==> config.mk <==
export PLATFORM = sky130hd
export DESIGN_NAME = subport_addr_extract
export DESIGN_NICKNAME = d
export VERILOG_FILES = /design/src/rtl/subport_addr_pkg.sv /design/src/rtl/hdr_byte_tracker.sv /design/src/rtl/sp_cfg_check.sv /design/src/rtl/sp_bit_gather.sv /design/src/rtl/subport_addr_extract.sv
export SDC_FILE = /design/constraint.sdc
export NUM_CORES = 1
export LEC_CHECK = 0
export ABC_AREA = 1
export BUFFER_PORTS_ARGS = -buffer_cell sky130_fd_sc_hd__buf_2
export CORE_ASPECT_RATIO = 0.6
export CORE_UTILIZATION = 57
export DETAILED_ROUTE_END_ITERATION = 10
export MAX_ROUTING_LAYER = met4
export PLACE_DENSITY = 0.79
export SYNTH_ARGS = -nofsm -noshare
export SYNTH_HDL_FRONTEND = slang
export SYNTH_HIERARCHICAL = 1
export SYNTH_SLANG_ARGS = --single-unit
export TNS_END_PERCENT = 5
==> constraint.sdc <==
create_clock -name clk -period 5.3 [get_ports clk]
set_clock_uncertainty 0.2 [all_clocks]
set_input_delay 0.265 -clock clk [delete_from_list [all_inputs] [get_ports clk]]
set_output_delay 0.265 -clock clk [all_outputs]
set_load 0.05 [all_outputs]
==> src/rtl/subport_addr_pkg.sv <==
// Package: shared sizes for the sub-port address extractor.
// Assumes: a header holds at most HDR_BYTES bytes and the address is
// SP_W bits taken from one DATA_W-bit byte.
package subport_addr_pkg;
    localparam int HDR_BYTES = 18;
    localparam int DATA_W    = 8;
    localparam int SP_W      = 3;
    localparam int IDX_W     = 5;
endpackage

==> src/rtl/hdr_byte_tracker.sv <==
// Module: hdr_byte_tracker
// Numbers the bytes of the current header and tells whether the present
// byte may still yield an address.
// Assumes: hdr_sof only counts when in_vld is high; the count saturates at
// MAX_BYTES, which is never a legal selector value.
module hdr_byte_tracker #(
    parameter int MAX_BYTES = 18,
    parameter int IDX_W     = 5
) (
    input  logic             clk,
    input  logic             rst_n,
    input  logic             in_vld,
    input  logic             hdr_sof,
    input  logic             fire,
    output logic [IDX_W-1:0] cur_idx,
    output logic             eligible
);
    localparam logic [IDX_W:0] SAT = (IDX_W+1)'(MAX_BYTES);

    logic [IDX_W-1:0] cnt_q;
    logic             armed_q;
    logic             done_q;
    logic             sof_acc;
    logic [IDX_W:0]   nxt_cnt;

    // Number of the present byte: a start byte is always 0.
    assign sof_acc  = in_vld && hdr_sof;
    assign cur_idx  = sof_acc ? '0 : cnt_q;
    // A byte is eligible if it belongs to a header that has not yet produced an address.
    assign eligible = in_vld && (sof_acc || (armed_q && !done_q));

    // Next count, held at the saturation value.
    always_comb begin
        nxt_cnt = {1'b0, cur_idx} + 1'b1;
        if (nxt_cnt > SAT) nxt_cnt = SAT;
    end

    // Count, header-open flag and served flag.
    always_ff @(posedge clk) begin
        if (!rst_n) begin
            cnt_q   <= '0;
            armed_q <= 1'b0;
            done_q  <= 1'b0;
        end else if (in_vld) begin
            cnt_q   <= nxt_cnt[IDX_W-1:0];
            armed_q <= armed_q || hdr_sof;
            done_q  <= fire || (done_q && !hdr_sof);
        end
    end
endmodule

==> src/rtl/sp_cfg_check.sv <==
// Module: sp_cfg_check
// Tells whether the selector and mask form a usable configuration.
// Assumes: usable means exactly SP_W mask bits set and selector < MAX_BYTES.
module sp_cfg_check #(
    parameter int DATA_W    = 8,
    parameter int IDX_W     = 5,
    parameter int SP_W      = 3,
    parameter int MAX_BYTES = 18
) (
    input  logic [IDX_W-1:0]  byte_idx,
    input  logic [DATA_W-1:0] pos_mask,
    output logic              cfg_ok
);
    localparam int CNT_W = $clog2(DATA_W + 1);

    logic [CNT_W-1:0] weight;

    // Number of marked positions in the mask.
    always_comb begin
        weight = '0;
        for (int i = 0; i < DATA_W; i++) begin
            weight = weight + CNT_W'(pos_mask[i]);
        end
    end

    // Usable when the weight matches the address width and the index is in range.
    assign cfg_ok = (weight == CNT_W'(SP_W)) &&
                    ({1'b0, byte_idx} < (IDX_W+1)'(MAX_BYTES));
endmodule

==> src/rtl/sp_bit_gather.sv <==
// Module: sp_bit_gather
// Packs the marked bits of a byte into a dense field: the k-th lowest
// marked position feeds output bit k.
// Assumes: marks beyond the SP_W-th are dropped (the configuration check
// flags that case).
module sp_bit_gather #(
    parameter int DATA_W = 8,
    parameter int SP_W   = 3
) (
    input  logic [DATA_W-1:0] data,
    input  logic [DATA_W-1:0] pos_mask,
    output logic [SP_W-1:0]   packed_bits
);
    // Number of marked positions strictly below position pos.
    function automatic int marks_below(input logic [DATA_W-1:0] m, input int pos);
        int n;
        n = 0;
        for (int j = 0; j < DATA_W; j++) begin
            if (j < pos && m[j]) n++;
        end
        return n;
    endfunction

    for (genvar gk = 0; gk < SP_W; gk++) begin : g_out
        logic [DATA_W-1:0] pick;
        for (genvar gi = 0; gi < DATA_W; gi++) begin : g_pos
            // Position gi feeds output bit gk when it is the gk-th marked position.
            assign pick[gi] = pos_mask[gi] && (marks_below(pos_mask, gi) == gk);
        end
        // Output bit gk: the data bit at its chosen position.
        assign packed_bits[gk] = |(pick & data);
    end
endmodule

==> src/rtl/subport_addr_extract.sv <==
// Module: subport_addr_extract (top)
// Extracts a SP_W-bit sub-port address from one byte of a streamed header,
// strobing it one cycle after the selected byte is accepted.
// Assumes: the configuration is held steady within a header; a header is
// opened by in_vld together with hdr_sof.
module subport_addr_extract
    import subport_addr_pkg::*;
#(
    parameter int MAX_BYTES = HDR_BYTES,
    parameter int BYTE_W    = DATA_W,
    parameter int ADDR_W    = SP_W,
    parameter int SEL_W     = IDX_W
) (
    input  logic              clk,
    input  logic              rst_n,
    input  logic              in_vld,
    input  logic              hdr_sof,
    input  logic [BYTE_W-1:0] in_byte,
    input  logic [SEL_W-1:0]  cfg_byte_idx,
    input  logic [BYTE_W-1:0] cfg_pos_mask,
    output logic [ADDR_W-1:0] sp_addr,
    output logic              sp_addr_vld,
    output logic              cfg_bad
);
    logic [SEL_W-1:0]  cur_idx;
    logic              eligible;
    logic              cfg_ok;
    logic              fire;
    logic [ADDR_W-1:0] gathered;

    hdr_byte_tracker #(.MAX_BYTES(MAX_BYTES), .IDX_W(SEL_W)) u_track (
        .clk      (clk),
        .rst_n    (rst_n),
        .in_vld   (in_vld),
        .hdr_sof  (hdr_sof),
        .fire     (fire),
        .cur_idx  (cur_idx),
        .eligible (eligible)
    );

    sp_cfg_check #(.DATA_W(BYTE_W), .IDX_W(SEL_W), .SP_W(ADDR_W), .MAX_BYTES(MAX_BYTES)) u_cfg (
        .byte_idx (cfg_byte_idx),
        .pos_mask (cfg_pos_mask),
        .cfg_ok   (cfg_ok)
    );

    sp_bit_gather #(.DATA_W(BYTE_W), .SP_W(ADDR_W)) u_gather (
        .data        (in_byte),
        .pos_mask    (cfg_pos_mask),
        .packed_bits (gathered)
    );

    // Capture condition: eligible byte, matching number, usable configuration.
    assign fire = eligible && (cur_idx == cfg_byte_idx) && cfg_ok;

    // Output registers: address, strobe and configuration flag.
    always_ff @(posedge clk) begin
        if (!rst_n) begin
            sp_addr     <= '0;
            sp_addr_vld <= 1'b0;
            cfg_bad     <= 1'b0;
        end else begin
            sp_addr_vld <= fire;
            cfg_bad     <= !cfg_ok;
            if (fire) sp_addr <= gathered;
        end
    end
endmodule

==> results of run 1 <==
-- where the power goes --
group	switching, uW	total [uW]	internal [uW]
Clock	32.3	82.3	50.0
Sequential	2.91	96.9	94.0
Combinational	124	190	65.9
Total	159	369	210
-- final cells by class --
type	instances	area, um2	area share (%)
clock buffers	3	41.3	2.01
flip-flops and latches	12	240	11.7
well taps	42	52.6	2.56
inverters	75	282	13.7
multi-input cells	219	1290	62.9
repair buffers	29	145	7.07
-- cell usage in the layout (no fill, tap or decap), drive strengths merged, types with 2 or more instances in the layout --
cell type   n
or2         2
o21ai       8
nand2      95
buf        29
nand3      33
nor2       30
dfxtp      12
fa          4
clkbuf      3
ha         23
a21oi      11
nand4       8
inv        75
a31oi       2
-- state kept, by name, indices dropped and copies added (netlist names) --
signal / cells
cfg_bad: 1
sp_addr: 3
sp_addr_vld: 1
u_track/armed_q: 1
u_track/cnt_q: 5
u_track/done_q: 1
-- worst min-delay path, cell delays in order --
cell	delay [ps]
buf_2	150
nand2_1	70
nor2_1	30
-- kinds of logic after synthesis --
family,count (synthesis)
compound gates,24
fa+ha+maj,27
buf+inv,77
simple gates,168
flops,12
-- how the worst min path moves through the flow --
stage                    start         endpoint  slack (ps)
2_1_floorplan            rst_n       sp_addr[0]         190
3_3_place_gp   u_track/armed_q  u_track/armed_q         250
3_5_place_dp   u_track/armed_q  u_track/armed_q         260
4_1_cts                  rst_n       sp_addr[0]         120
5_1_grt                  rst_n       sp_addr[0]         130
6_report                 rst_n       sp_addr[0]         120
-- metrics by stage --
stage | cell area, um2 | power, uW
floorplan | 1840 | 239
global placement | 2010 | 281
detailed placement | 2010 | 285
CTS | 2050 | 369
global route | 2050 | 408
finish | 2050 | 369
-- metal layers --
metal	part of all wire [%]	vias to the layer above	wire length (um)
met2	37	77	1490
met4	0.15	0	6
li1	-	1006	-
met1	55	832	2230
met5	0	-	0
met3	8.2	2	332
==> flow_summary_export.csv, run 1 <==
group,metric,value,unit
setup_path,setup.worst_path.class,"in2reg",
floorplan,ioPinCount,30,
clock_tree,cts_tree,"built",
finish,layout.nets,392,
place,dp.cells,377,
clock_tree,htree_num_levels,1,
job,max_cap_violations,0,
sta,relSlewSlack,65.0,%
routing,via_count,1917,
routing,drt_iter0_drc,174,
clock_tree,clkTransAtPathRegs,50,ps
clock_tree,clock_sinks,12,
place,gp_congestion,0.936,
synth,synth_common_cells,"nand2_1 (78), inv_1 (71), nand3_1 (27)",
power,p_per_area,180,nW/um2
setup_path,r2r_cells,10,
routing,avgRoutedWirePerCell,10.7,um
sta,slew_violations,0,
place,io_buffers,29,
setup_path,cp_max_fo,5,
routing,wirelength,4070,um
global_route,overflow,0,
global_route,grt_usage,27.0,%
sta,min_period_over_period,78.1,%
setup_path,critPathArrivalTime,4080,ps
synth,synth_most_common_cell,"nand2_1",
synth,muxShareOfSynthArea,0,%
synth,synth.distinct_cells,24,
synth,yosysWarnings,6,
floorplan,num_rows,15,
finish,antenna_cells,0,
worst_hold_path,min_path_cells,3,
clock_tree,clockBufferDepth,2,
synth,synthesis.nets,360,
clock_tree,cts_hold_buf,0,
floorplan,start_util,61.9,%
setup_path,path_buf_inv,7,
clock_tree,clk_latency,240,ps
floorplan,die_w,75.3,um
setup_path,worstPathRequired,5240,ps
setup_path,critical-path-max-stage-delay,340,ps
setup_path,slowest_stage,"ha_1",
worst_hold_path,hold_class,"in2reg",
setup_path,start_kind,"input port",
routing,dr.pass1.iters,5,
floorplan,core_area,2970,um2
synth,avgSynthCellArea,5.96,um2
finish,drive_above_1_share,19.2,%
routing,ant_nets,0,
clock_tree,cts_resized,0,
global_route,grt_use_met2,35.7,%
synth,yosysTopAreaCellShare,16.0,%
synth,yosys-top-cells-area,"nand2_1 (16%), ha_1 (16%), inv_1 (15%)",
global_route,grtUsageMet3,6.19,%
synth,ys_ff_latch,12,
clock_tree,cts_root_buffer,"clkbuf_8",
global_route,grt_pass1_vias,1510,
synth,syn-cell-area,1840,um2
clock_tree,cts_buffers,3,
setup_path,crit_cells,29,
sta,max_clock_freq,242,MHz
place,dp_hpwl,3430,um
setup_path,path_common_cell,"nand2_1",
setup_path,critPathTopFamily,"simple AND/OR/NAND/NOR gates",
synth,synthAdderAreaFrac,20.0,%
sta,timing.hold.ws,121,ps
global_route,grt.busiest_layer,"met1",
synth,synthCells,308,
finish,area_growth,11.8,%
synth,synth-simple-area-share,43.0,%
sta,period_minus_slack,4140,ps
sta,worstMarginPinSlew,525,ps
setup_path,endpoint,"sp_addr[2]",
finish,fin_cells,380,
setup_path,r2r_start,"u_track/cnt_q[2]",
floorplan,die_area,3460,um2
finish,nFillCells,272,
setup_path,crit_start,"cfg_pos_mask[0]",
sta,rsz0062_at_grt,"no",
global_route,grt_pass1_wl,6690,um
sta,setup_viol,0,
sta,finalSetupTns,0,ps
finish,final_util,69.2,%
synth,synth_top_area_cell,"nand2_1",
routing,post_drt_via_cell_ratio,5.04,
global_route,antenna_found_initial,0,
synth,ys_seq_area_share,13.1,%
synth,synth_ff_type,"dfxtp_1",
routing,drc,0,
synth,synth-xor-area-share,0,%
setup_path,endpoint_kind,"register",
place,dpl_worst_slack,958,ps
global_route,met1_usage,42.2,%
synth,synth_compound_area_share,7.29,%
power,cellLeakagePower,0.00127,uW
synth,synth_top_family_by_area,"simple AND/OR/NAND/NOR gates",
power,vdd.ir_drop.worst,169,uV
setup_path,rr_endpoint,"u_track/done_q",
synth,synth-edff-count,0,
synth,synth-async-reset-ratio,0,%
sta,hold_violations,0,
setup_path,r2r_slack,3490,ps
floorplan,die_h,46.0,um
status,status,"complete, no violations",
sta,fin_ws,1160,ps
global_route,grt_max_degree,13,
clock_tree,cts_setup_buffers,0,
(Power assumes the default switching activity.)
==> run 2, diff against run 1 <==
--- a/config.mk
+++ b/config.mk
@@ -8,10 +8,10 @@
 export ABC_AREA = 1
 export BUFFER_PORTS_ARGS = -buffer_cell sky130_fd_sc_hd__buf_2
 export CORE_ASPECT_RATIO = 0.6
-export CORE_UTILIZATION = 57
+export CORE_UTILIZATION = 52
 export DETAILED_ROUTE_END_ITERATION = 10
 export MAX_ROUTING_LAYER = met4
-export PLACE_DENSITY = 0.79
+export PLACE_DENSITY = 0.76
 export SYNTH_ARGS = -nofsm -noshare
 export SYNTH_HDL_FRONTEND = slang
 export SYNTH_HIERARCHICAL = 1
==> constraint.sdc (replaced) <==
create_clock -name clk -period 3.5 [get_ports clk]
set_clock_uncertainty 0.2 [all_clocks]
set_input_delay 0.175 -clock clk [delete_from_list [all_inputs] [get_ports clk]]
set_output_delay 0.175 -clock clk [all_outputs]
set_load 0.05 [all_outputs]
==> run 2 against run 1 <==
Against the previous run: the run now ends with setup timing left; hold slack got worse by 76 ps; sequential share of layout area shrank 1.9 points; first-iteration DRC count fell by 14%; final cell count rose by 10%; combinational power increased by 120%; routed wire length up 17%; flip-flop and latch count did not move; setup slack worse by 1200 ps; critical path depth decreased by 9; critical endpoint is now sp_addr[1].
==> flow_summary_export.csv, run 2 (synthesis gave the netlist of run 1 again) <==
group,metric,value,unit
status,status,"finished with violations",
status,violations,"setup timing",
power,swShare,41.0,%
floorplan,ioPinCount,30,
sta,max_clock_freq,281,MHz
setup_path,crit_start,"cfg_pos_mask[3]",
floorplan,die_area,3780,um2
place,io_buffers,29,
worst_hold_path,hold_class,"in2reg",
routing,dr.pass1.iters,5,
routing,ant_nets,0,
power,power_frac_seq,21.5,%
setup_path,crit_chain,"buf_8, inv_4, fa_1, fa_1, fa_1, inv_2, ha_4, fa_1, nand2_1, a21oi_2, nand2_1, nor2_2, nand2_1, inv_1, nand2_2, nor2_4, buf_6, nand4_1, nand2_1, nor2_1",
routing,via_count,2072,
place,gp_congestion,0.923,
routing,top_layer_used,"met3",
finish,top_regs,"u_track/cnt_q x5, sp_addr x3",
setup_path,setup.worst_path.class,"in2reg",
power,vdd.ir_drop.worst,190,uV
setup_path,crit_cells,20,
power,internal_power,402,uW
finish,largest_register_ffs,5,
setup_path,r2r_slack,1730,ps
global_route,grt_pass1_wl,7420,um
clock_tree,clk_latency,240,ps
finish,drive_above_1_share,33.8,%
clock_tree,cts_tree,"built",
setup_path,r2r_start,"u_track/cnt_q[2]",
job,max_cap_violations,0,
routing,wl_met1,2350,um
floorplan,die_w,78.7,um
finish,layout.nets,427,
setup_path,critical-path-max-stage-delay,550,ps
global_route,overflow,0,
routing,avgRoutedWirePerCell,11.3,um
power,p_per_area,278,nW/um2
floorplan,core_area,3300,um2
power,cellLeakagePower,0.00144,uW
worst_hold_path,min_path_cells,3,
routing,post_drt_via_cell_ratio,4.96,
worst_hold_path,min_from,"rst_n",
clock_tree,cts_hold_buf,0,
global_route,grt_pass1_vias,1678,
sta,min_period_over_period,102,%
power,power_frac_clock,18.3,%
setup_path,rr_endpoint,"u_track/done_q",
setup_path,start_kind,"input port",
sta,timing.hold.ws,45.3,ps
finish,nFillCells,252,
sta,period_minus_slack,3560,ps
setup_path,endpoint,"sp_addr[1]",
clock_tree,htree_num_levels,1,
setup_path,endpoint_kind,"register",
setup_path,r2r_cells,10,
sta,rsz0062_at_grt,"yes",
setup_path,cp_max_fo,3,
routing,drc,0,
setup_path,path_buf_inv,5,
finish,area_growth,33.6,%
routing,wirelength,4740,um
sta,worstMarginPinSlew,477,ps
finish,antenna_cells,0,
sta,hold_violations,0,
global_route,grt_usage,26.5,%
setup_path,slowest_stage,"fa_1",
setup_path,critPathArrivalTime,3500,ps
routing,drt_iter0_drc,150,
floorplan,num_rows,16,
global_route,grt_max_degree,13,
clock_tree,clkTransAtPathRegs,50,ps
routing,wl_met2,1980,um
place,dp.cells,406,
sta,setup_viol,2,
finish,final_cell_mix,"nand2_1 (69), inv_1 (61), buf_4 (34), nand3_1 (27), buf_2 (26)",
routing,wl_met3,414,um
floorplan,die_h,48.0,um
setup_path,critPathTopFamily,"adder cells",
floorplan,start_util,55.6,%
global_route,antenna_found_initial,0,
sta,fin_ws,-62.1,ps
finish,final_common_cell,"nand2_1",
clock_tree,clockBufferDepth,2,
finish,fin_cells,418,
sta,relSlewSlack,68.2,%
finish,regMostFlops,"u_track/cnt_q",
sta,slew_violations,0,
clock_tree,clock_sinks,12,
clock_tree,cts_buffers,3,
place,dp_hpwl,3760,um
power,p_switching,279,uW
clock_tree,cts_root_buffer,"clkbuf_8",
setup_path,worstPathRequired,3440,ps
power,combPwrFrac,60.2,%
run 2: changes by cell type in the layout (fill, tap and decap cells not counted), moves of 2 or more:
cell	before	now
buf_4	0	34
buf_2	29	26
o21ai_1	3	5
o21ai_0	5	3
nand2_1	78	69
ha_4	0	4
buf_6	0	3
nand2_2	15	23
inv_2	4	12
ha_1	23	18
inv_1	71	61
run 2: area by class of cell:
| cell class | count | area, um2 | share of cell area, % |
|---|---|---|---|
| Multi-Input combinational cell | 219 | 1390 | 56.8 |
| Clock buffer | 3 | 41.3 | 1.68 |
| Sequential cell | 12 | 240 | 9.80 |
| Tap cell | 45 | 56.3 | 2.30 |
| Inverter | 75 | 288 | 11.7 |
| Timing Repair Buffer | 64 | 434 | 17.7 |
run 2: worst min-delay path by stage:
| stage | endpoint | slack (ps) |
|---|---|---|
| detailed placement | u_track/done_q | 260 |
| global route | sp_addr[2] | 60 |
| finish | sp_addr[2] | 50 |
| CTS | sp_addr[2] | 30 |
| global placement | u_track/armed_q | 250 |
| floorplan | sp_addr[0] | 100 |
run 2: timing repair:
| action | CTS | global route |
|---|---|---|
| gates resized for setup | 13 | 18 |
| setup endpoints to repair | 5 | 6 |
| pin swaps | 10 | 15 |
| buffers inserted | 5 | 4 |
run 2: worst min-delay path: cells and delay by family:
family	cells	cell delay (ps)
buf+inv	1	160
simple gates	2	110
run 2: power by group through the flow:
stage                     logic [uW]  registers (uW)  clock network (uW)
after floorplan                  212             156                   0
after global placement           331             149                   0
after detailed placement         341             149                   0
after CTS                        376             146                 128
after global routing             462             147                 131
final                            410             147                 125
run 2: metrics by stage:
stage / power [uW] / worst slack (ps) / TNS (ps) / util, % / cell area, um2
6_report: 681 / -62.1 / -67.6 / 74.2 / 2450
5_1_grt: 740 / -250 / -943 / 74.2 / 2450
4_1_cts: 650 / -120 / -382 / 71.3 / 2360
3_5_place_dp: 490 / -453 / -1930 / 67.8 / 2240
3_3_place_gp: 480 / -390 / -1660 / 67.8 / 2240
2_1_floorplan: 368 / -50.1 / -112 / - / 1860
run 2: per-layer routing:
layer | track usage [%] | vias up
li1 | - | 1072
met5 | - | -
met4 | 0.370 | 0
met1 | 38.1 | 912
met2 | 38.3 | 88
met3 | 7.43 | 0
